==> src/rtl/dla_pkg.sv <==
package dla_pkg;
    typedef enum logic [0:0] {
        ST_IDLE = 1'b0,
        ST_BUSY = 1'b1
    } arb_state_t;
endpackage

==> src/rtl/dla_rot_pick.sv <==
// Picks the first set bit of elig, scanning upward from base with wrap.
module dla_rot_pick #(
    parameter int NUM_LVL = 4,
    parameter int IDX_W   = (NUM_LVL > 1) ? $clog2(NUM_LVL) : 1
) (
    input  logic [NUM_LVL-1:0] elig,
    input  logic [IDX_W-1:0]   base,
    output logic               hit,
    output logic [IDX_W-1:0]   win
);
    always_comb begin
        hit = 1'b0;
        win = '0;
        // scan from farthest offset down so the nearest hit is the final write
        for (int k = NUM_LVL - 1; k >= 0; k--) begin
            int pos;
            pos = int'(base) + k;
            if (pos >= NUM_LVL) pos = pos - NUM_LVL;
            if (elig[pos]) begin
                hit = 1'b1;
                win = IDX_W'(pos);
            end
        end
    end
endmodule

==> src/rtl/dla_rot_ptr.sv <==
// Rotation pointer and mode tracking; provides the search base.
module dla_rot_ptr #(
    parameter int NUM_LVL = 4,
    parameter int IDX_W   = (NUM_LVL > 1) ? $clog2(NUM_LVL) : 1
) (
    input  logic             clk,
    input  logic             rst_n,
    input  logic             rot_mode,
    input  logic             fire,
    input  logic [IDX_W-1:0] win,
    output logic [IDX_W-1:0] base
);
    localparam logic [IDX_W-1:0] LAST_LVL = IDX_W'(NUM_LVL - 1);

    logic [IDX_W-1:0] ptr_q;
    logic             mode_q;
    logic             mode_chg;
    logic [IDX_W-1:0] win_next;

    assign mode_chg = (rot_mode != mode_q);
    assign base     = (!rot_mode || mode_chg) ? '0 : ptr_q;
    assign win_next = (win == LAST_LVL) ? '0 : win + 1'b1;

    always_ff @(posedge clk or negedge rst_n) begin
        if (!rst_n) begin
            ptr_q  <= '0;
            mode_q <= 1'b0;
        end else begin
            mode_q <= rot_mode;
            if (fire && rot_mode) begin
                ptr_q <= win_next;
            end else if (mode_chg) begin
                ptr_q <= '0;
            end
        end
    end
endmodule

==> src/rtl/dma_level_arbiter.sv <==
module dma_level_arbiter
    import dla_pkg::*;
#(
    parameter int NUM_LVL = 4,
    parameter int IDX_W   = (NUM_LVL > 1) ? $clog2(NUM_LVL) : 1
) (
    input  logic               clk,
    input  logic               rst_n,
    input  logic [NUM_LVL-1:0] req_lvl,
    input  logic [NUM_LVL-1:0] mask_lvl,
    input  logic               rot_mode,
    input  logic               xfer_done,
    output logic [NUM_LVL-1:0] gnt,
    output logic [IDX_W-1:0]   gnt_idx,
    output logic               gnt_valid
);
    arb_state_t       state_q, state_d;
    logic [NUM_LVL-1:0] elig;
    logic             hit;
    logic [IDX_W-1:0] win;
    logic [IDX_W-1:0] base;
    logic             fire;

    assign elig = req_lvl & ~mask_lvl;
    assign fire = (state_q == ST_IDLE) && hit;

    dla_rot_pick #(.NUM_LVL(NUM_LVL), .IDX_W(IDX_W)) u_pick (
        .elig (elig),
        .base (base),
        .hit  (hit),
        .win  (win)
    );

    dla_rot_ptr #(.NUM_LVL(NUM_LVL), .IDX_W(IDX_W)) u_ptr (
        .clk      (clk),
        .rst_n    (rst_n),
        .rot_mode (rot_mode),
        .fire     (fire),
        .win      (win),
        .base     (base)
    );

    // next-state logic
    always_comb begin
        state_d = state_q;
        unique case (state_q)
            ST_IDLE: if (hit)       state_d = ST_BUSY;
            ST_BUSY: if (xfer_done) state_d = ST_IDLE;
            default:                state_d = ST_IDLE;
        endcase
    end

    // state register
    always_ff @(posedge clk or negedge rst_n) begin
        if (!rst_n) state_q <= ST_IDLE;
        else        state_q <= state_d;
    end

    // registered outputs
    always_ff @(posedge clk or negedge rst_n) begin
        if (!rst_n) begin
            gnt       <= '0;
            gnt_idx   <= '0;
            gnt_valid <= 1'b0;
        end else begin
            unique case (state_q)
                ST_IDLE: if (hit) begin
                    gnt       <= NUM_LVL'(1) << win;
                    gnt_idx   <= win;
                    gnt_valid <= 1'b1;
                end
                ST_BUSY: if (xfer_done) begin
                    gnt       <= '0;
                    gnt_valid <= 1'b0;
                end
                default: begin
                    gnt       <= '0;
                    gnt_valid <= 1'b0;
                end
            endcase
        end
    end
endmodule

==> config.mk <==
export PLATFORM = sky130hd
export DESIGN_NAME = dma_level_arbiter
export DESIGN_NICKNAME = d
export VERILOG_FILES = /design/src/rtl/dla_pkg.sv /design/src/rtl/dla_rot_pick.sv /design/src/rtl/dla_rot_ptr.sv /design/src/rtl/dma_level_arbiter.sv
export SDC_FILE = /design/constraint.sdc
export NUM_CORES = 1
export LEC_CHECK = 0
export ABC_AREA = 1
export BUFFER_PORTS_ARGS = -buffer_cell sky130_fd_sc_hd__buf_2
export CAP_MARGIN = 20
export CORE_MARGIN = 4
export CORE_UTILIZATION = 54
export CTS_CLUSTER_SIZE = 30
export DETAILED_ROUTE_END_ITERATION = 16
export GPL_TIMING_DRIVEN = 0
export PLACE_DENSITY_LB_ADDON = 0.2
export SKIP_LAST_GASP = 1
export SYNTH_ARGS = -nofsm -noshare
export SYNTH_HDL_FRONTEND = slang
export SYNTH_HIERARCHICAL = 1
export SYNTH_SLANG_ARGS = --single-unit
==> constraint.sdc <==
create_clock -name clk -period 4.33 [get_ports clk]
set_input_delay 0.433 -clock clk [delete_from_list [all_inputs] [get_ports clk]]
set_output_delay 0.433 -clock clk [all_outputs]
set_load 0.01 [all_outputs]
==> impl_metrics.yaml <==
status:
  status: "finished, final reports clean"
logic_synthesis:
  synth_area_leaders: "dfrtp_1, nand2_1, nand3_1"
  seq_area_frac_synth: 0.370
  netlist_area_um2: 744
  synth_top_area_share: 0.370
  ys_warn_count: 6
  syn_nets: 122
  ys_ff_latch: 11
  syn_inst: 108
  synth_cell_types: 18
  synth_area_leader_cell: "dfrtp_1"
  avgSynthCellArea_um2: 6.89
global_routing:
  grt_max_degree: 12
  grt_pass1_wl_um: 2700
  grt_pass1_vias: 676
  grt_overflow: 0
  antenna_found_initial: 0
  grt.total_usage: 0.182
worst_setup_path:
  r2r_start: "u_ptr/mode_q"
  worst_ep_arrival_time_ps: 2210
  worstPathRequired_ps: 4500
  crit_path_end: "u_ptr/ptr_q[0]"
  crit_buf_inv: 2
  critical_path_peak_fanout: 10
  critPathTopFamily: "compound AO/OA/AOI/OAI gates"
  cp-startpoint: "u_ptr/mode_q"
  start_kind: "register"
  cp-end-kind: "register"
  reg2regPathDepth: 13
  slowest_delay_ps: 360
  slowest_stage: "dfrtp_1"
  crit_chain: "ha_1 > nand2_1 > inv_1 > buf_6 > o21ai_2 > nand2_1 > nand2_1 > nand3_1 > a21boi_1 > ha_1 > nor2_4 > nand2_1 > nand2_1"
  cp_num_cells: 13
  r2r-end: "u_ptr/ptr_q[0]"
  worst_path_most_repeated_cell: "nand2_1"
  reg2reg_setup_slack_ps: 2290
  path_class: "register to register"
cts:
  numCtsBuffers: 3
  cts_setup_buffers: 0
  htree_levels: 1
  clockBufferDepth: 2
  clkTransAtPathRegs_ps: 80
  clock_sinks: 11
  cts_resized: 0
  cts_tree: "done"
  cts.hold.buffers_added: 0
  worstSkewPairLatency_ps: 280
  clockRootBuffer: "clkbuf_4"
power_and_ir_drop:
  p_leak_nw: 0.538
  power.net_switching_uw: 181
  vdd_drop_max_uv: 315
  seq_power_share: 0.367
  combPwrFrac: 0.461
  switching_share: 0.418
  power.internal_uw: 252
  clockPowerShare: 0.172
  report.power.total_uw: 433
  power_density_nw_per_um2: 493
sta:
  worstMarginPinSlew_ps: 348
  max_freq_mhz: 490
  tns_ps: 0
  hold_ws_ps: 6.86
  period_minus_slack_ps: 2040
  setup_viol: 0
  final_hold_viol_count: 0
  rsz0062_at_grt: "no"
  drv_slew: 0
  fin_worst_skew_ps: 10.7
  slew_headroom: 0.768
  finalCritPeriodShare: 0.471
layout:
  fillers: 126
  nets: 145
  fin_util: 0.676
  layout-drive-gt1-share: 0.285
  syn_to_final_growth_pct: 18.2
  diodes: 0
routing:
  wirelength_um: 1540
  antenna_left: 0
  drtIter0Drc: 17
  num_vias: 714
  viasPerCell: 4.92
  first_pass_iters: 4
  drc: 0
  drt-wirelength-per-cell_um: 10.6
floorplan:
  num_rows: 13
  die_area_um2: 2040
  dieHeight_um: 45.1
  initial_core_util: 0.572
  fp.coreArea_um2: 1300
  io_pins: 19
  die_x_um: 45.1
placement:
  gp_congestion: 0.723
  hpwl_um: 1240
  portBuffers: 18
job:
  maxCapViolCount: 0
min_path:
  worstHoldPathType: "primary input to asynchronous set/reset pin"
-- synth_stat cells --
master / instances
ha_1: 2
inv_1: 16
nand4_1: 3
dfrtp_1: 11
o21ai_1: 1
a21oi_1: 1
nand2_2: 5
o21ai_0: 1
nor2_4: 1
a21boi_1: 1
o21ai_2: 3
buf_6: 2
nor2_1: 7
inv_2: 3
and2_4: 1
nand3_1: 13
nand2_1: 36
clkinv_2: 1
-- final cells by class --
class	instances	area, um^2	share of cell area
multi-input combinational	75	370	0.421
tap	15	18.8	0.0213
sequential	11	275	0.313
buffer	2	22.5	0.0256
timing repair buffer	18	90.1	0.102
clock buffer	4	26.3	0.0299
inverter	20	76.3	0.0868
-- layer usage --
metal,track usage,vias up,routed length [um]
li1,-,380,-
met1,0.218,318,671
met2,0.325,14,765
met3,0.0239,2,72
met4,0.0702,0,26
met5,0,-,0
-- worst register-to-register path: cells and delay by family, from the launching register on --
kind	cells	cell delay, ps
buf+inv	2	200
simple gates	7	450
fa+ha+maj	2	460
compound gates	2	470
flops	1	360
-- power by group through the flow --
stage / Sequential [mW] / Combinational (mW) / Clock (mW)
6_report: 0.159 / 0.200 / 0.0744
5_1_grt: 0.164 / 0.228 / 0.0779
4_1_cts: 0.160 / 0.202 / 0.0760
3_5_place_dp: 0.162 / 0.202 / 0
3_3_place_gp: 0.158 / 0.194 / 0
2_1_floorplan: 0.171 / 0.131 / 0
-- registers in the layout, summed over array words and instances (netlist names) --
signal,count
gnt_valid,1
gnt_idx,2
u_ptr/ptr_q,2
state_q,1
gnt,4
u_ptr/mode_q,1
-- metrics by stage --
stage | setup slack [ps] | cell area (um^2) | cells
finish | 2290 | 880 | 145
detailed placement | 2070 | 853 | 141
floorplan | 2390 | 744 | 108
global placement | 2110 | 853 | 141
global route | 2030 | 880 | 145
CTS | 2290 | 880 | 145
-- placed cells by master, fill, tap and decap left out --
cell type,count
nor2_4,1
clkbuf_1,1
ha_1,2
a21oi_1,1
nand4_1,3
nand2_1,36
buf_2,18
nor2_1,7
o21ai_1,1
o21ai_2,3
nand2_2,5
o21ai_0,1
clkinv_2,1
inv_2,3
dfrtp_1,11
a21boi_1,1
and2_4,1
inv_1,16
buf_6,2
clkbuf_4,3
nand3_1,13
-- logic make-up (layout without fill, tap and decap cells) --
group,count (synthesis),count (layout),synth area share
buffers and inverters,22,44,0.133
AND/OR/NAND/NOR,66,66,0.398
AO/OA/AOI/OAI,7,7,0.0655
flip-flops,11,11,0.370
adder cells (fa/ha/maj),2,2,0.0336
-- worst min path at each step --
stage / start / end / depth (start not counted) / slack, ps
after floorplan: rst_n / gnt[0] / 0 / 140
after global placement: rst_n / gnt_idx[0] / 1 / 300
after detailed placement: rst_n / gnt[2] / 1 / 320
after CTS: rst_n / gnt[2] / 1 / 10
after global routing: rst_n / gnt[2] / 1 / 20
final: rst_n / gnt[2] / 1 / 7
Power figures use the tool's default switching activity.
